===== src/rtl/legacy_dec_pkg.sv =====
package legacy_dec_pkg;

  typedef enum logic [1:0] {
    TGT_RAM  = 2'd0,
    TGT_ROM  = 2'd1,
    TGT_VID  = 2'd2,
    TGT_NONE = 2'd3
  } tgt_e;

  typedef enum logic [2:0] {
    RG_VSUP  = 3'd0,
    RG_ROM   = 3'd1,
    RG_HOLE  = 3'd2,
    RG_VID   = 3'd3,
    RG_IDENT = 3'd4,
    RG_OVF   = 3'd5,
    RG_RAM   = 3'd6
  } region_e;

  localparam int unsigned LANES = 4;

  localparam logic [31:0] VID_LO_C   = 32'h000A_0000;
  localparam logic [31:0] VID_HI_C   = 32'h000B_FFFF;
  localparam logic [31:0] ROM_LO_C   = 32'h000C_0000;
  localparam logic [31:0] HOLE_END_C = 32'h000D_0000;
  localparam logic [31:0] ID_LO_C    = 32'h000F_FFF5;
  localparam logic [31:0] ID_HI_C    = 32'h000F_FFFF;

endpackage


===== src/rtl/rom_limit_reg.sv =====
module rom_limit_reg #(
  parameter int unsigned AW = 20,
  parameter logic [AW-1:0] RST_VAL = '0
) (
  input  logic          clk_i,
  input  logic          rst_ni,
  input  logic          we_i,
  input  logic [AW-1:0] d_i,
  output logic [AW-1:0] q_o
);

  always_ff @(posedge clk_i or negedge rst_ni) begin
    if (!rst_ni)   q_o <= RST_VAL;
    else if (we_i) q_o <= d_i;
  end

endmodule


===== src/rtl/region_classify.sv =====
module region_classify
  import legacy_dec_pkg::*;
#(
  parameter int unsigned AW       = 20,
  parameter int unsigned RAM_SIZE = 32'h0008_0000
) (
  input  logic [AW-1:0] addr_i,
  input  logic [AW-1:0] limit_i,
  input  logic          vga_emu_i,
  output region_e       region_o,
  output logic [AW-1:0] offset_o
);

  localparam logic [AW-1:0] VID_LO   = AW'(VID_LO_C);
  localparam logic [AW-1:0] VID_HI   = AW'(VID_HI_C);
  localparam logic [AW-1:0] ROM_LO   = AW'(ROM_LO_C);
  localparam logic [AW-1:0] HOLE_END = AW'(HOLE_END_C);
  localparam logic [AW:0]   ID_LO    = (AW+1)'(ID_LO_C);
  localparam logic [AW:0]   ID_HI    = (AW+1)'(ID_HI_C);
  localparam logic [AW:0]   RAM_TOP  = (AW+1)'(RAM_SIZE);

  logic [AW:0] addr_x;
  logic in_vid, in_rom, in_hole, in_id, in_ovf;

  assign addr_x  = {1'b0, addr_i};
  assign in_vid  = (addr_i >= VID_LO) && (addr_i <= VID_HI);
  assign in_rom  = (addr_i >= ROM_LO) && (addr_i <= limit_i);
  assign in_hole = (addr_i > limit_i) && (addr_i < HOLE_END);
  assign in_id   = (addr_x >= ID_LO) && (addr_x <= ID_HI);
  assign in_ovf  = (addr_x >= RAM_TOP);

  always_comb begin
    region_o = RG_RAM;
    offset_o = addr_i;
    if (vga_emu_i && in_vid) begin
      region_o = RG_VSUP;
      offset_o = '0;
    end else if (in_rom) begin
      region_o = RG_ROM;
      offset_o = addr_i - ROM_LO;
    end else if (in_hole) begin
      region_o = RG_HOLE;
      offset_o = '0;
    end else if (in_vid) begin
      region_o = RG_VID;
      offset_o = addr_i - VID_LO;
    end else if (in_id) begin
      region_o = RG_IDENT;
      offset_o = '0;
    end else if (in_ovf) begin
      region_o = RG_OVF;
      offset_o = '0;
    end
  end

endmodule


===== src/rtl/ident_lanes.sv =====
module ident_lanes
  import legacy_dec_pkg::*;
#(
  parameter int unsigned AW       = 20,
  parameter logic [63:0] DATE_STR = "06/30/98",
  parameter logic [7:0]  MODEL_ID = 8'hFC,
  parameter logic [7:0]  SUB_ID   = 8'h00
) (
  input  logic [AW-1:0] base_i,
  input  logic [1:0]    size_i,
  output logic [31:0]   rdata_o
);

  localparam logic [AW:0] ID_LO = (AW+1)'(ID_LO_C);
  localparam logic [AW:0] ID_HI = (AW+1)'(ID_HI_C);

  for (genvar l = 0; l < LANES; l++) begin : g_lane
    logic [AW:0] a;
    logic [AW:0] rel;
    logic [7:0]  b;
    logic        en;

    assign a   = {1'b0, base_i} + (AW+1)'(l);
    assign rel = a - ID_LO;

    if (l == 0) begin : g_en0
      assign en = 1'b1;
    end else if (l == 1) begin : g_en1
      assign en = |size_i;
    end else begin : g_enx
      assign en = size_i[1];
    end

    always_comb begin
      b = 8'h00;
      if ((a >= ID_LO) && (a <= ID_HI)) begin
        if (a == ID_HI)            b = SUB_ID;
        else if (a == ID_HI - 1'b1) b = MODEL_ID;
        else if (rel < 8)          b = DATE_STR[{~rel[2:0], 3'b000} +: 8];
      end
    end

    assign rdata_o[8*l +: 8] = en ? b : 8'h00;
  end

endmodule


===== src/rtl/legacy_addr_decoder.sv =====
module legacy_addr_decoder
  import legacy_dec_pkg::*;
#(
  parameter int unsigned AW            = 20,
  parameter int unsigned RAM_SIZE      = 32'h0008_0000,
  parameter logic [AW-1:0] ROM_LIMIT_RST = AW'(32'h000C_7FFF),
  parameter logic [63:0] DATE_STR      = "06/30/98",
  parameter logic [7:0]  MODEL_ID      = 8'hFC,
  parameter logic [7:0]  SUB_ID        = 8'h00
) (
  input  logic          clk_i,
  input  logic          rst_ni,
  input  logic          cfg_we_i,
  input  logic [AW-1:0] cfg_limit_i,
  input  logic          vga_emu_i,
  input  logic          req_valid_i,
  input  logic          req_write_i,
  input  logic [1:0]    req_size_i,
  input  logic [AW-1:0] req_addr_i,
  input  logic [31:0]   req_wdata_i,
  output logic          resp_valid_o,
  output logic          tgt_req_o,
  output logic [1:0]    tgt_sel_o,
  output logic          tgt_write_o,
  output logic [1:0]    tgt_size_o,
  output logic [AW-1:0] tgt_offset_o,
  output logic [31:0]   tgt_wdata_o,
  output logic [31:0]   local_rdata_o,
  output logic          halt_o
);

  logic [AW-1:0] limit_q;
  region_e       region;
  logic [AW-1:0] offset;
  logic [31:0]   id_rdata;
  tgt_e          sel_d;
  logic          fwd_d;
  logic [31:0]   rdata_d;

  rom_limit_reg #(
    .AW      (AW),
    .RST_VAL (ROM_LIMIT_RST)
  ) i_limit (
    .clk_i  (clk_i),
    .rst_ni (rst_ni),
    .we_i   (cfg_we_i),
    .d_i    (cfg_limit_i),
    .q_o    (limit_q)
  );

  region_classify #(
    .AW       (AW),
    .RAM_SIZE (RAM_SIZE)
  ) i_classify (
    .addr_i    (req_addr_i),
    .limit_i   (limit_q),
    .vga_emu_i (vga_emu_i),
    .region_o  (region),
    .offset_o  (offset)
  );

  ident_lanes #(
    .AW       (AW),
    .DATE_STR (DATE_STR),
    .MODEL_ID (MODEL_ID),
    .SUB_ID   (SUB_ID)
  ) i_ident (
    .base_i  (req_addr_i),
    .size_i  (req_size_i),
    .rdata_o (id_rdata)
  );

  always_comb begin
    sel_d   = TGT_RAM;
    fwd_d   = 1'b1;
    rdata_d = '0;
    unique case (region)
      RG_VSUP: begin
        sel_d = TGT_NONE;
        fwd_d = 1'b0;
      end
      RG_ROM:  sel_d = TGT_ROM;
      RG_VID:  sel_d = TGT_VID;
      RG_IDENT: begin
        sel_d = TGT_NONE;
        fwd_d = 1'b0;
        if (!req_write_i) rdata_d = id_rdata;
      end
      default: sel_d = TGT_RAM;
    endcase
  end

  always_ff @(posedge clk_i or negedge rst_ni) begin
    if (!rst_ni) begin
      resp_valid_o  <= 1'b0;
      tgt_req_o     <= 1'b0;
      tgt_sel_o     <= TGT_NONE;
      tgt_write_o   <= 1'b0;
      tgt_size_o    <= '0;
      tgt_offset_o  <= '0;
      tgt_wdata_o   <= '0;
      local_rdata_o <= '0;
      halt_o        <= 1'b0;
    end else begin
      resp_valid_o <= req_valid_i;
      tgt_req_o    <= req_valid_i & fwd_d;
      if (req_valid_i) begin
        tgt_sel_o     <= sel_d;
        tgt_write_o   <= req_write_i;
        tgt_size_o    <= req_size_i;
        tgt_offset_o  <= offset;
        tgt_wdata_o   <= req_wdata_i;
        local_rdata_o <= rdata_d;
        if (region == RG_OVF) halt_o <= 1'b1;
      end
    end
  end

endmodule


===== config.mk =====
export PLATFORM = sky130hd
export DESIGN_NAME = legacy_addr_decoder
export DESIGN_NICKNAME = d
export VERILOG_FILES = /design/src/rtl/legacy_dec_pkg.sv /design/src/rtl/rom_limit_reg.sv /design/src/rtl/region_classify.sv /design/src/rtl/ident_lanes.sv /design/src/rtl/legacy_addr_decoder.sv
export SDC_FILE = /design/constraint.sdc
export NUM_CORES = 1
export LEC_CHECK = 0
export BUFFER_PORTS_ARGS = -buffer_cell sky130_fd_sc_hd__buf_4
export CAP_MARGIN = 20
export CORE_MARGIN = 10
export CORE_UTILIZATION = 25
export CTS_CLUSTER_SIZE = 20
export DETAILED_ROUTE_END_ITERATION = 10
export GPL_TIMING_DRIVEN = 0
export PLACE_DENSITY = 0.52
export SYNTH_ARGS = -nofsm -noshare
export SYNTH_HDL_FRONTEND = slang
export SYNTH_SLANG_ARGS = --single-unit

===== constraint.sdc =====
create_clock -name clk_i -period 4.5 [get_ports clk_i]
set_input_delay 0.45 -clock clk_i [delete_from_list [all_inputs] [get_ports clk_i]]
set_output_delay 0.45 -clock clk_i [all_outputs]
set_load 0.1 [all_outputs]

After elaboration in Yosys (flattened, before gate mapping)
Cells that the tools add are included.
{"block": "word_totals", "inputBits": 80, "regBits": 112}
{"block": "classes", "mux": 35, "n_eq_ne": 12, "order_cmp": 19, "shifts": 4, "n_reduce_logical": 12, "addsub": 9, "n_bitwise": 5}
{"op": "variable part select 64 x 7 -> 8 bit, first input constant", "count": 4}
{"op": "two-way mux 8 bit", "count": 19}
{"op": "equality test 21 x 20 -> 1 bit, second input constant", "count": 6}
{"op": "two-way mux 20 bit", "count": 6}
{"op": "< comparator 21 x 4 -> 1 bit, second input constant", "count": 4}
{"op": "greater-or-equal comparator 20 bit, second input constant", "count": 4}
{"op": "two-way mux 32 bit", "count": 2}
{"op": "greater-or-equal comparator 21 x 20 -> 1 bit, second input constant", "count": 3}
{"op": "less-or-equal comparator 21 x 20 -> 1 bit, second input constant", "count": 3}
{"op": "subtractor 21 x 20 -> 21 bit, second input constant", "count": 3}
{"op": "adder 20 x 2 -> 21 bit, second input constant", "count": 2}
{"op": "equality test 20 bit, second input constant", "count": 2}
{"op": "less-or-equal comparator 20 bit, second input constant", "count": 2}
{"op": "subtractor 20 bit, second input constant", "count": 2}
{"op": "adder 20 x 1 -> 21 bit, second input constant", "count": 1}
{"op": "subtractor 20 x 20 -> 21 bit, second input constant", "count": 1}
{"op": "greater-than comparator 20 bit", "count": 1}
{"op": "less-or-equal comparator 20 bit", "count": 1}
{"op": "< comparator 20 bit, second input constant", "count": 1}
{"op": "two-way mux 3 bit", "count": 5}
{"op": "NOT 3 bit", "count": 4}
{"op": "logical AND 1 bit", "count": 8}
{"op": "equality test 3 bit, second input constant", "count": 2}
{"op": "one-hot mux 2 bit (3 select lines)", "count": 1}
{"op": "other kinds (8)", "count": 9}

Logic depth before layout (Yosys ltp)
Gate-level depths: netlist of run 1.
{"block": "logic_depth", "depth_word": 11, "ltp_mapped": 12, "depth_no_buf": 10}

Hierarchy
A second synthesis of run 1 with hierarchy kept.
{"block": "hier_totals", "cells_unflattened": 863, "area_unflattened_um2": 8411.8}
{"mod": "legacy_addr_decoder", "area_per_inst_um2": 3865.0, "n_inst": 1, "seq_area_each_um2": 2304.7, "cells_per_inst": 270}
{"mod": "ident_lanes", "area_per_inst_um2": 2597.5, "n_inst": 1, "seq_area_each_um2": 0.0, "cells_per_inst": 395}
{"mod": "region_classify", "area_per_inst_um2": 1104.8, "n_inst": 1, "seq_area_each_um2": 0.0, "cells_per_inst": 156}
{"mod": "rom_limit_reg", "area_per_inst_um2": 844.6, "n_inst": 1, "seq_area_each_um2": 521.8, "cells_per_inst": 42}

Least setup slack after synthesis of run 1
OpenSTA, ideal clock, no wires.
{"block": "synth_timing", "kind": "in2reg", "start": "input port req_addr_i[0]", "end": "register local_rdata_o[24]", "slack_ns": 0.939, "t_required_ns": 4.405, "setup_time_ns": 0.095, "n_path_buf": 2, "arrival_ns": 3.466, "cell_stages": 12, "cell_sequence": "clkbuf_1 -> inv_1 -> ha_1 -> buf_2 -> nand3b_1 -> nor3_1 -> o211ai_1 -> or4_1 -> or4_4 -> nor3_1 -> nand2_1 -> o31ai_1"}
{"block": "synth_between", "elab_chain_cells": 11}
{"element": "start: declaration", "line_no": "legacy_addr_decoder.sv:19", "text": "input logic [AW-1:0] req_addr_i,"}
{"element": "adder 20 x 2 -> 21 bit", "line_no": "ident_lanes.sv:23", "text": "assign a = {1'b0, base_i} + (AW+1)'(l);"}
{"element": "subtractor 21 x 20 -> 21 bit", "line_no": "ident_lanes.sv:24", "text": "assign rel = a - ID_LO;"}
{"element": "NOT 3 bit", "line_no": "ident_lanes.sv:39", "text": "else if (rel < 8) b = DATE_STR[{~rel[2:0], 3'b000} +: 8];"}
{"element": "variable part select 64 x 7 -> 8 bit", "line_no": "ident_lanes.sv:39"}
{"element": "two-way mux 8 bit", "line_no": "ident_lanes.sv:39"}
{"element": "two-way mux 8 bit", "line_no": "ident_lanes.sv:38", "text": "else if (a == ID_HI - 1'b1) b = MODEL_ID;"}
{"element": "two-way mux 8 bit", "line_no": "ident_lanes.sv:37", "text": "if (a == ID_HI) b = SUB_ID;"}
{"element": "two-way mux 8 bit", "line_no": "ident_lanes.sv:36", "text": "if ((a >= ID_LO) && (a <= ID_HI)) begin"}
{"element": "two-way mux 8 bit", "line_no": "ident_lanes.sv:43", "text": "assign rdata_o[8*l +: 8] = en ? b : 8'h00;"}
{"element": "two-way mux 32 bit", "line_no": "legacy_addr_decoder.sv:87", "text": "if (!req_write_i) rdata_d = id_rdata;"}
{"element": "two-way mux 32 bit (*)", "line_no": "legacy_addr_decoder.sv:77", "text": "unique case (region)"}
{"element": "end signal: assignment", "line_no": "legacy_addr_decoder.sv:113", "text": "local_rdata_o <= rdata_d;"}
{"element": "end: declaration", "line_no": "legacy_addr_decoder.sv:28", "text": "output logic [31:0] local_rdata_o,"}
Mark *: on every way between the ends. The rest lies on a longest branch, timed or not.
A chain may end at the register's enable or synchronous reset.

Worst setup path after layout of run 1
Same ends and word-level chain as after synthesis.

==> load_flow_metrics.sql, run 1 <==
INSERT INTO impl_metrics (metric_group, metric, value, unit) VALUES
('critical_path', 'timing.setup.critical_path_class', 'in2reg', ''),
('floorplanning', 'floorplan.rows', '62', ''),
('yosys', 'ys_warn_count', '0', ''),
('yosys', 'synth.net_count', '934', ''),
('cells_and_area', 'final_cells', '1391', ''),
('clock_tree', 'cts.reportedPaths.clkPinSlew', '0.08', 'ns'),
('drt', 'drt_iter0_markers', '530', ''),
('clock_tree', 'cts_tree', 'yes', ''),
('critical_path', 'rr_worst_depth', '10', ''),
('floorplanning', 'start_util', '25.6', '%'),
('sta', 'slew_violations', '0', ''),
('grt', 'wire_length_of_the_first_global_routing_pass', '41600', 'um'),
('yosys', 'ys_top_cells_by_area', 'dfrtp_1 30%, dfstp_2 6.7%, ha_1 6.4%, mux2_2 6.2%, nand2_1 4.1%', ''),
('place', 'hpwlAfterDp', '21600', 'um'),
('cells_and_area', 'postLayoutCoreUtil', '33.0', '%'),
('hold_path', 'hp-class', 'in2reg', ''),
('yosys', 'synthArstFlopShare', '100', '%'),
('place', 'port_buffers', '170', ''),
('pwr', 'post_route_total_power', '0.00296', 'W'),
('yosys', 'most_frequently_used_cell_type_in_the_post_synthesis_netlist', 'dfrtp_1', ''),
('floorplanning', 'dieWidth', '192', 'um'),
('cells_and_area', 'final_layout_size_suffix_gt1_share', '28.3', '%'),
('grt', 'antenna_violations_before_repair', '0', ''),
('sta', 'timing_hold_violations_final', '0', ''),
('drt', 'detail-route-antenna-nets', '0', ''),
('drt', 'drt_pass1_iterations', '5', ''),
('grt', 'grt_pass1_vias', '6957', ''),
('yosys', 'synthDominantAreaCellType', 'dfrtp_1', ''),
('status', 'status', 'finished, final reports clean', ''),
('job', 'maxCapViolations', '0', ''),
('pwr', 'cellPowerDensity', '311', 'nW/um^2'),
('cells_and_area', 'n_antenna_cell', '0', ''),
('drt', 'wl_per_cell', '19.5', 'um'),
('clock_tree', 'cts_htree_levels', '3', ''),
('grt', 'grt_usage', '14.4', '%'),
('yosys', 'ys.flop_type', 'dfrtp_1', ''),
('yosys', 'synth.top_cells.by_count', '89 x dfrtp_1, 81 x nand2_1, 47 x a21oi_1', ''),
('floorplanning', 'ports_placed_on_the_boundary', '172', ''),
('clock_tree', 'clk_latency', '0.37', 'ns'),
('place', 'globalplace.congestion', '0.929', ''),
('yosys', 'number_of_distinct_standard_cells_referenced_by_the_synthesized_netlist', '71', ''),
('yosys', 'synth-edff-count', '0', ''),
('clock_tree', 'cts-buffers-inserted', '9', ''),
('drt', 'num_vias', '7041', ''),
('sta', 'rsz0062_at_grt', 'false', ''),
('sta', 'max_slew_margin', '34.7', '%'),
('clock_tree', 'root_buffer_cell', 'clkbuf_16', ''),
('clock_tree', 'clock-sinks', '108', ''),
('cells_and_area', 'finish.net_count', '1120', ''),
('pwr', 'worst_ir_drop_vdd', '0.195', 'mV'),
('clock_tree', 'clk_path_buf_depth', '2', ''),
('sta', 'max_slew.worst_pin.slew', '0.970', 'ns'),
('sta', 'final.min_clock_period', '4.13', 'ns'),
('critical_path', 'worst_ep_arrival_time', '4.40', 'ns'),
('grt', 'sum_of_overflow_across_all_layers_after_global_routing', '0', ''),
('critical_path', 'critPathMaxFanout', '11', ''),
('critical_path', 'worst_setup_path_start_kind', 'input port', ''),
('cells_and_area', 'layout-area-overhead-vs-synth', '29.0', '%'),
('yosys', 'synthCells', '816', ''),
('floorplanning', 'design.die.area', '36900', 'um^2'),
('sta', 'fmaxAchievable', '0.242', 'GHz'),
('sta', 'final-setup-viol-count', '0', ''),
('grt', 'grt_max_degree', '72', ''),
('hold_path', 'hold-path-cell-count', '1', ''),
('sta', 'finalCritPeriodShare', '91.7', '%'),
('yosys', 'top_area_cell_type_share_of_the_netlist_area', '30.1', '%'),
('yosys', 'synth-seq-area-share', '36.8', '%'),
('pwr', 'power_leakage', '4.15', 'nW'),
('critical_path', 'critical_path_required', '4.77', 'ns'),
('critical_path', 'worst_setup_path_end_kind', 'register', ''),
('drt', 'drcViolationCount', '0', ''),
('floorplanning', 'chipHeight', '192', 'um'),
('place', 'place.detailed.instances', '1371', ''),
('floorplanning', 'core', '28900', 'um^2'),
('sta', 'fin_hold_ws', '0.245', 'ns'),
('yosys', 'postSynthRegisterBits', '108', ''),
('yosys', 'synth.avg_cell_area', '9.07', 'um^2'),
('sta', 'finClkSkew', '0.0129', 'ns'),
('yosys', 'syn-cell-area', '7400', 'um^2'),
('drt', 'detail_route.vias_per_cell', '5.06', ''),
('drt', 'total_detailed_routing_wirelength', '27100', 'um');
-- metrics by stage --
step | TNS [ns] | area [um^2] | worst slack [ns]
2_1_floorplan | 0 | 7400 | 0.939
3_3_place_gp | -1.26 | 9160 | -0.200
3_5_place_dp | -1.11 | 9190 | -0.187
4_1_cts | 0 | 9510 | 0.201
5_1_grt | 0 | 9540 | 0.228
6_report | 0 | 9540 | 0.373
-- critical path: stages --
cell,delay [ns]
buf_4,0.15
clkbuf_1,0.40
inv_1,0.37
ha_1,0.30
buf_2,0.20
nand3b_1,0.31
nor3_1,0.28
o211ai_1,0.15
or4_1,0.53
or4_4,0.58
nor3_1,0.20
nand2_1,0.19
o31ai_1,0.27
-- area by class of cell --
class / instances / area (um^2)
inverters: 42 / 158
well taps: 384 / 480
clock inverters: 7 / 88.8
repair buffers: 175 / 1340
plain buffers: 54 / 236
flip-flops and latches: 108 / 2730
clock buffers: 9 / 225
fillers: 3086 / 19400
multi-input cells: 612 / 4290
-- power breakdown --
part | internal (W) | switching, W | total (W)
Combinational | 0.000282 | 0.000760 | 0.00104
Clock | 0.000402 | 0.000437 | 0.000839
Sequential | 0.00105 | 0.0000328 | 0.00108
Total | 0.00174 | 0.00123 | 0.00296
-- cell families after synthesis --
family,Yosys count,share of synthesized area (%)
xor gates and xnor gates,43,5.09
AOI/OAI and AO/OA,203,18.9
buffers and inverters,96,5.33
muxes,47,7.05
adders and majority gates,39,6.56
DFF,108,36.8
and+or+nand+nor,280,20.3
-- repair_timing --
item / CTS / global route
setup endpoints to repair: 0 / 6
buffers inserted: 0 / 3
hold buffers: 1 / 0
gates resized for setup: 0 / 1
endpoints found under the hold margin: 13 / 0
-- flip-flops by register name (all words and copies together) (netlist names) --
| register | flops |
|---|---|
| resp_valid_o | 1 |
| tgt_write_o | 1 |
| tgt_offset_o | 20 |
| local_rdata_o | 28 |
| tgt_size_o | 2 |
| tgt_wdata_o | 32 |
| halt_o | 1 |
| i_limit.q_o | 20 |
| tgt_req_o | 1 |
| tgt_sel_o | 2 |
-- cell usage in the layout (no fill, tap or decap), types with 6 or more instances in the layout --
master and count:
a22o_1 19, mux2i_1 6, dfrtp_1 89, o31ai_1 7, a21oi_1 47, o211ai_1 12
dfstp_2 19, o21a_1 6, a21o_1 8, inv_1 41, nand3_1 20, o21ai_0 46
or4_1 8, buf_2 15, nand2b_1 8, nor2_1 39, nor3_1 24, xor2_1 14
buf_1 10, nand4_1 22, and3_1 9, clkbuf_16 9, mux2_2 41, clkbuf_1 25
nand2_1 81, nor4_1 21, xnor2_1 29, buf_4 176, ha_1 38, o2bb2ai_1 8
o22ai_1 6
-- routing by layer --
layer | routed length (um) | track usage (%) | vias up
met5 | 0 | 0 | -
met3 | 1980 | 3.36 | 22
met2 | 12400 | 22.5 | 253
li1 | - | - | 3384
met1 | 12300 | 19.6 | 3382
met4 | 361 | 3.28 | 0
-- path summary, 6_finish.rpt --
kind	from	to	slack, ns
max	req_addr_i[0]	local_rdata_o[24]	0.37
min	req_valid_i	resp_valid_o	0.24
min reg2reg	halt_o	halt_o	0.48
min in group asynchronous	rst_ni	tgt_offset_o[1]	0.56
max in group asynchronous	rst_ni	tgt_sel_o[0]	3.23
max reg2reg	i_limit.q_o[19]	tgt_offset_o[12]	0.50
Note: power is estimated with default switching activity, not from simulation.
==> run 2, diff against run 1 <==
- RECOVER_POWER: not set -> 25
==> run 2 against run 1 <==
Net effect:
- die area unchanged
- sequential share of layout area hardly changed
- worst hold slack gained 0.049 ns
- largest cell class unchanged
- core utilization about the same
- critical path type unchanged
- the run now ends with capacitance limit, slew limit left
- cell count is the same
- combinational power about the same
==> load_flow_metrics.sql, run 2 (same netlist as run 1, synthesis figures left out) <==
INSERT INTO impl_metrics (metric_group, metric, value, unit) VALUES
('floorplanning', 'floorplan.rows', '62', ''),
('clock_tree', 'cts-buffers-inserted', '9', ''),
('clock_tree', 'cts_htree_levels', '3', ''),
('critical_path', 'critical_path_required', '4.78', 'ns'),
('clock_tree', 'clock-sinks', '108', ''),
('drt', 'drt_pass1_iterations', '5', ''),
('sta', 'rsz0062_at_grt', 'false', ''),
('cells_and_area', 'top_regs', 'tgt_wdata_o x32, local_rdata_o x28', ''),
('critical_path', 'worst_setup_path_start_kind', 'input port', ''),
('critical_path', 'worst_setup_path_end_kind', 'register', ''),
('drt', 'drcViolationCount', '0', ''),
('critical_path', 'crit_slowest_cell', 'or4_4', ''),
('status', 'failing_checks', 'capacitance limit, slew limit', ''),
('sta', 'final.min_clock_period', '4.12', 'ns'),
('pwr', 'power.internal', '0.00173', 'W'),
('place', 'placed_area', '9190', 'um^2'),
('clock_tree', 'clk_path_buf_depth', '2', ''),
('critical_path', 'timing.setup.critical_path_class', 'in2reg', ''),
('critical_path', 'crit_path_cell_trace', 'buf_4, clkbuf_1, inv_1, ha_1, buf_2, nand3b_1, nor3_1, o211ai_1, or4_1, or4_4, nor3_1, nand2_1, o31ai_1', ''),
('floorplanning', 'ports_placed_on_the_boundary', '172', ''),
('sta', 'fmaxAchievable', '0.243', 'GHz'),
('pwr', 'power_frac_comb', '35.1', '%'),
('cells_and_area', 'postLayoutCoreUtil', '32.9', '%'),
('sta', 'tns', '0', 'ns'),
('sta', 'final-setup-viol-count', '0', ''),
('sta', 'setup_slack', '0.378', 'ns'),
('pwr', 'post_route_total_power', '0.00296', 'W'),
('critical_path', 'critPathMaxFanout', '11', ''),
('sta', 'max_slew_margin', '-43.1', '%'),
('grt', 'grt_usage', '14.4', '%'),
('clock_tree', 'cts.reportedPaths.clkPinSlew', '0.08', 'ns'),
('place', 'post-place-ws', '-0.187', 'ns'),
('cells_and_area', 'final_design_area_no_fill', '9530', 'um^2'),
('sta', 'finClkSkew', '0.0143', 'ns'),
('floorplanning', 'dieWidth', '192', 'um'),
('floorplanning', 'design.die.area', '36900', 'um^2'),
('cells_and_area', 'final_cell_mix', '175 x buf_4, 89 x dfrtp_1, 81 x nand2_1', ''),
('cells_and_area', 'final_common_cell', 'buf_4', ''),
('grt', 'grt_max_degree', '72', ''),
('place', 'hpwlAfterDp', '21600', 'um'),
('critical_path', 'critical-path-top-delay-family', 'simple AND/OR/NAND/NOR gates', ''),
('pwr', 'cellPowerDensity', '311', 'nW/um^2'),
('job', 'maxCapViolations', '1', ''),
('sta', 'max_slew.worst_pin.slew', '2.15', 'ns'),
('pwr', 'pwr-share-seq', '36.6', '%'),
('place', 'port_buffers', '170', ''),
('pwr', 'power_switching_share', '41.5', '%'),
('clock_tree', 'clk_latency', '0.37', 'ns'),
('grt', 'grt_pass1_vias', '6957', ''),
('pwr', 'netSwitchingPower', '0.00123', 'W'),
('grt', 'wire_length_of_the_first_global_routing_pass', '41600', 'um'),
('cells_and_area', 'largest_register', 'tgt_wdata_o', ''),
('cells_and_area', 'finish.net_count', '1120', ''),
('drt', 'detail-route-antenna-nets', '0', ''),
('floorplanning', 'chipHeight', '192', 'um'),
('floorplanning', 'start_util', '25.6', '%'),
('sta', 'timing_hold_violations_final', '0', ''),
('pwr', 'power_leakage', '4.14', 'nW'),
('critical_path', 'worst_ep_arrival_time', '4.40', 'ns'),
('drt', 'num_vias', '7063', ''),
('status', 'status', 'finished with violations', ''),
('drt', 'wl_per_cell', '19.5', 'um'),
('cells_and_area', 'final_layout_size_suffix_gt1_share', '28.1', '%'),
('grt', 'antenna_violations_before_repair', '0', ''),
('cells_and_area', 'layout-area-overhead-vs-synth', '28.8', '%'),
('cells_and_area', 'largest_register_ffs', '32', ''),
('critical_path', 'critical-path-top-cell-by-count', 'nor3_1', ''),
('critical_path', 'timing.critical_path.slowest_cell_delay', '0.58', 'ns'),
('clock_tree', 'cts_tree', 'yes', ''),
('floorplanning', 'core', '28900', 'um^2'),
('grt', 'sum_of_overflow_across_all_layers_after_global_routing', '0', ''),
('critical_path', 'worstPathBufferInverterCount', '4', ''),
('drt', 'drt_iter0_markers', '571', ''),
('drt', 'detail_route.vias_per_cell', '5.08', ''),
('cells_and_area', 'n_antenna_cell', '0', ''),
('pwr', 'clock_power_share', '28.3', '%'),
('sta', 'slew_violations', '38', ''),
('hold_path', 'hp-class', 'in2reg', ''),
('place', 'globalplace.congestion', '0.929', ''),
('drt', 'total_detailed_routing_wirelength', '27100', 'um'),
('pwr', 'worst_ir_drop_vdd', '0.195', 'mV'),
('clock_tree', 'root_buffer_cell', 'clkbuf_16', ''),
('sta', 'finalCritPeriodShare', '91.6', '%');
run 2: changes by cell type in the layout (fill, tap and decap cells not counted):
cell,change
buf_1,-4
buf_4,-1
buf_6,-1
clkbuf_1,+6
run 2: tightest hold or removal path, stage by stage:
cell and delay, ns:
buf_4 0.07, nand2_1 0.04, o21ai_0 0.06
run 2: repair_timing:
action	in CTS	in global routing
setup buffers	0	3
hold endpoints to repair	13	0
hold buffers	1	0
gates resized for setup	0	1
setup endpoints to repair	0	6
run 2: final timing paths:
path,from,endpoint,slack (ns),depth (start not counted)
setup / recovery,req_addr_i[0],local_rdata_o[24],0.38,13
hold / removal,cfg_limit_i[4],i_limit.q_o[4],0.29,3
setup reg to reg,i_limit.q_o[19],tgt_offset_o[12],0.49,10
hold reg to reg,halt_o,halt_o,0.48,1
max in group asynchronous,rst_ni,i_limit.q_o[17],1.99,2
min in group asynchronous,rst_ni,tgt_offset_o[1],1.26,2
run 2: per-stage QoR:
step	instances	hold slack, ns
global route	1391	0.289
finish	1391	0.294
CTS	1388	0.235
floorplan	816	0.154
global placement	1370	0.461
detailed placement	1371	0.378
run 2: final cells by class:
class                      count  area [um^2]
buffer                        54          236
clock buffer                   9          225
clock inverter                 7         88.8
fill                        3089        19400
inverter                      42          158
multi-input combinational    612         4290
sequential                   108         2730
tap                          384          480
timing repair buffer         175         1330
run 2: layer usage:
| layer | vias up | global-route usage (%) | part of all wire (%) |
|---|---|---|---|
| met2 | 275 | 22.5 | 46 |
| met4 | 0 | 3.28 | 1.3 |
| met3 | 20 | 3.36 | 8.0 |
| met5 | - | 0 | 0 |
| li1 | 3380 | - | - |
| met1 | 3388 | 19.6 | 45 |
run 2: power groups by stage:
stage | clock [W] | sequential (W) | combinational (W)
3_3_place_gp | 0 | 0.00110 | 0.00104
5_1_grt | 0.000918 | 0.00109 | 0.00111
6_report | 0.000839 | 0.00108 | 0.00104
4_1_cts | 0.000874 | 0.00109 | 0.00105
3_5_place_dp | 0 | 0.00110 | 0.00104
2_1_floorplan | 0 | 0.00151 | 0.000323
==> run 3, diff against run 2 <==
- CORE_UTILIZATION: 25 -> 48
- PLACE_DENSITY: 0.52 -> 0.81
==> run 3 against run 2 <==
Net effect:
- maximum frequency fell by 4.5%
- wire length fell by 10%
- clock skew fell by 0.0045 ns
- register-to-register slack improved by 0.08 ns
- the flow still finishes with violations (capacitance limit, slew limit)
- clock power fell by 2.4%
- via count rose by 0.79%
- worst hold slack got worse by 0.010 ns
- die area fell by 44%
- critical path type unchanged
==> load_flow_metrics.sql, run 3 (same netlist as run 1, synthesis figures left out) <==
INSERT INTO impl_metrics (metric_group, metric, value, unit) VALUES
('critical_path', 'worst_ep_arrival_time', '4.59', 'ns'),
('critical_path', 'critical_path_required', '4.78', 'ns'),
('clock_tree', 'clk_path_buf_depth', '2', ''),
('floorplanning', 'design.die.area', '20800', 'um^2'),
('grt', 'antenna_violations_before_repair', '0', ''),
('hold_path', 'hp-class', 'in2reg', ''),
('drt', 'num_vias', '7119', ''),
('clock_tree', 'cts-buffers-inserted', '9', ''),
('clock_tree', 'postCtsSetupBuffers', '0', ''),
('clock_tree', 'cts.reportedPaths.clkPinSlew', '0.08', 'ns'),
('critical_path', 'rr_worst_depth', '10', ''),
('critical_path', 'worst_setup_path_start_kind', 'input port', ''),
('sta', 'slew_violations', '111', ''),
('place', 'port_buffers', '170', ''),
('critical_path', 'crit_path_cell_trace', 'buf_4, clkbuf_1, inv_1, ha_1, buf_2, nand3b_1, nor3_1, o211ai_1, or4_1, or4_4, nor3_1, nand2_1, o31ai_1', ''),
('cells_and_area', 'layout-area-overhead-vs-synth', '24.7', '%'),
('place', 'post-place-ws', '-0.0619', 'ns'),
('drt', 'drcViolationCount', '0', ''),
('grt', 'wire_length_of_the_first_global_routing_pass', '37500', 'um'),
('cells_and_area', 'final_common_cell', 'buf_4', ''),
('grt', 'grt_usage', '22.9', '%'),
('cells_and_area', 'finish.net_count', '1116', ''),
('critical_path', 'worst_setup_path_end_kind', 'register', ''),
('cells_and_area', 'largest_register_ffs', '32', ''),
('sta', 'final.min_clock_period', '4.31', 'ns'),
('floorplanning', 'dieWidth', '144', 'um'),
('clock_tree', 'cts_htree_levels', '3', ''),
('pwr', 'power_leakage', '4.11', 'nW'),
('sta', 'tns', '0', 'ns'),
('drt', 'wl_per_cell', '20.4', 'um'),
('clock_tree', 'cts_tree', 'yes', ''),
('floorplanning', 'start_util', '48.9', '%'),
('floorplanning', 'core', '15100', 'um^2'),
('critical_path', 'timing.rr.end', 'tgt_offset_o[15]', ''),
('drt', 'detail_route.vias_per_cell', '5.98', ''),
('sta', 'final-setup-viol-count', '0', ''),
('pwr', 'cellPowerDensity', '317', 'nW/um^2'),
('sta', 'fmaxAchievable', '0.232', 'GHz'),
('floorplanning', 'ports_placed_on_the_boundary', '172', ''),
('cells_and_area', 'final_layout_size_suffix_gt1_share', '27.9', '%'),
('status', 'status', 'finished with violations', ''),
('status', 'failing_checks', 'capacitance limit, slew limit', ''),
('grt', 'grt_max_degree', '72', ''),
('critical_path', 'critPathMaxFanout', '11', ''),
('pwr', 'worst_ir_drop_vdd', '0.203', 'mV'),
('place', 'hpwlAfterDp', '19200', 'um'),
('critical_path', 'timing.setup.critical_path_class', 'in2reg', ''),
('cells_and_area', 'n_antenna_cell', '0', ''),
('sta', 'fin_hold_ws', '0.284', 'ns'),
('critical_path', 'crit_slowest_cell', 'or4_4', ''),
('sta', 'max_slew.worst_pin.slew', '1.93', 'ns'),
('drt', 'detail-route-antenna-nets', '0', ''),
('clock_tree', 'post_cts_hold_buffer_count', '0', ''),
('sta', 'rsz0062_at_grt', 'false', ''),
('sta', 'timing_hold_violations_final', '0', ''),
('drt', 'drt_pass1_iterations', '5', ''),
('grt', 'sum_of_overflow_across_all_layers_after_global_routing', '0', ''),
('floorplanning', 'floorplan.rows', '45', ''),
('job', 'maxCapViolations', '2', ''),
('drt', 'total_detailed_routing_wirelength', '24300', 'um'),
('critical_path', 'reg2reg_slack', '0.57', 'ns'),
('sta', 'finClkSkew', '0.00982', 'ns'),
('sta', 'finalCritPeriodShare', '95.9', '%'),
('critical_path', 'r2r_start', 'i_limit.q_o[19]', ''),
('floorplanning', 'chipHeight', '144', 'um'),
('clock_tree', 'clock-sinks', '108', ''),
('cells_and_area', 'largest_register', 'tgt_wdata_o', ''),
('clock_tree', 'clk_latency', '0.37', 'ns'),
('hold_path', 'holdCritStartpoint', 'cfg_limit_i[1]', ''),
('drt', 'drt_iter0_markers', '569', ''),
('critical_path', 'timing.critical_path.slowest_cell_delay', '0.58', 'ns'),
('hold_path', 'hold_end', 'i_limit.q_o[1]', ''),
('place', 'globalplace.congestion', '1.01', ''),
('clock_tree', 'root_buffer_cell', 'clkbuf_16', ''),
('cells_and_area', 'top_regs', 'tgt_wdata_o x32, local_rdata_o x28', ''),
('cells_and_area', 'final.fill_count', '1338', ''),
('place', 'placed_area', '8940', 'um^2'),
('grt', 'grt_pass1_vias', '7097', ''),
('sta', 'setup_slack', '0.186', 'ns'),
('cells_and_area', 'final_cell_mix', '172 x buf_4, 89 x dfrtp_1, 81 x nand2_1', ''),
('hold_path', 'hold-path-cell-count', '3', ''),
('cells_and_area', 'final_design_area_no_fill', '9230', 'um^2'),
('sta', 'max_slew_margin', '-28.7', '%'),
('critical_path', 'critical-path-top-cell-by-count', 'nor3_1', '');
run 3: changes by cell type in the layout (fill, tap and decap cells not counted), sizes merged:
cell         delta
clkbuf          -3
dlygate4sd3     -1
run 3: worst max-delay path by stage:
stage                     depth (start not counted)          start                 to  slack, ns
after CTS                                        13  req_addr_i[0]  local_rdata_o[27]       0.32
after floorplan                                  12  req_addr_i[0]  local_rdata_o[24]       0.94
after global placement                           13  req_addr_i[0]  local_rdata_o[28]     -0.009
after detailed placement                         13  req_addr_i[0]  local_rdata_o[28]      -0.06
final                                            13  req_addr_i[0]  local_rdata_o[24]       0.19
after global routing                             13  req_addr_i[0]  local_rdata_o[25]       0.02
run 3: timing repair:
action	in CTS	in global routing
endpoints found under the hold margin	0	0
endpoints found under the setup margin	0	1
resized for setup	0	1
run 3: cell type report:
type	count	area, um^2	share of cell area, %
tap	188	235	2.55
sequential	108	2730	29.5
buffer	54	236	2.56
multi-input combinational	612	4290	46.5
timing repair buffer	171	1270	13.8
clock inverter	7	86.3	0.935
clock buffer	9	225	2.44
inverter	42	158	1.71
run 3: critical path: cells and delay by family:
kind / cells / cell delay [ns]
and+or+nand+nor: 6 / 2.33
buffers and inverters: 4 / 1.10
AOI/OAI and AO/OA: 2 / 0.41
adders and majority gates: 1 / 0.30
run 3: power breakdown:
group          internal, W  switching, W  total, W
registers          0.00105     0.0000336   0.00109
logic             0.000276      0.000749   0.00103
clock network     0.000399      0.000420  0.000819
total              0.00173       0.00120   0.00293
run 3: through the flow:
step                      power, W  cells  utilization, %
after floorplan            0.00183    816               -
after global placement     0.00211   1174            58.8
after detailed placement   0.00213   1175            59.0
after CTS                  0.00295   1191            61.1
after global routing       0.00305   1191            60.9
final                      0.00293   1191            60.9
run 3: layer usage:
layer	vias to the layer above	global-route usage, %	routed length (um)
li1	3364	-	-
met1	3365	28.5	10100
met2	332	36.2	11000
met3	58	5.94	2180
met4	0	10.9	1040
met5	-	0	0
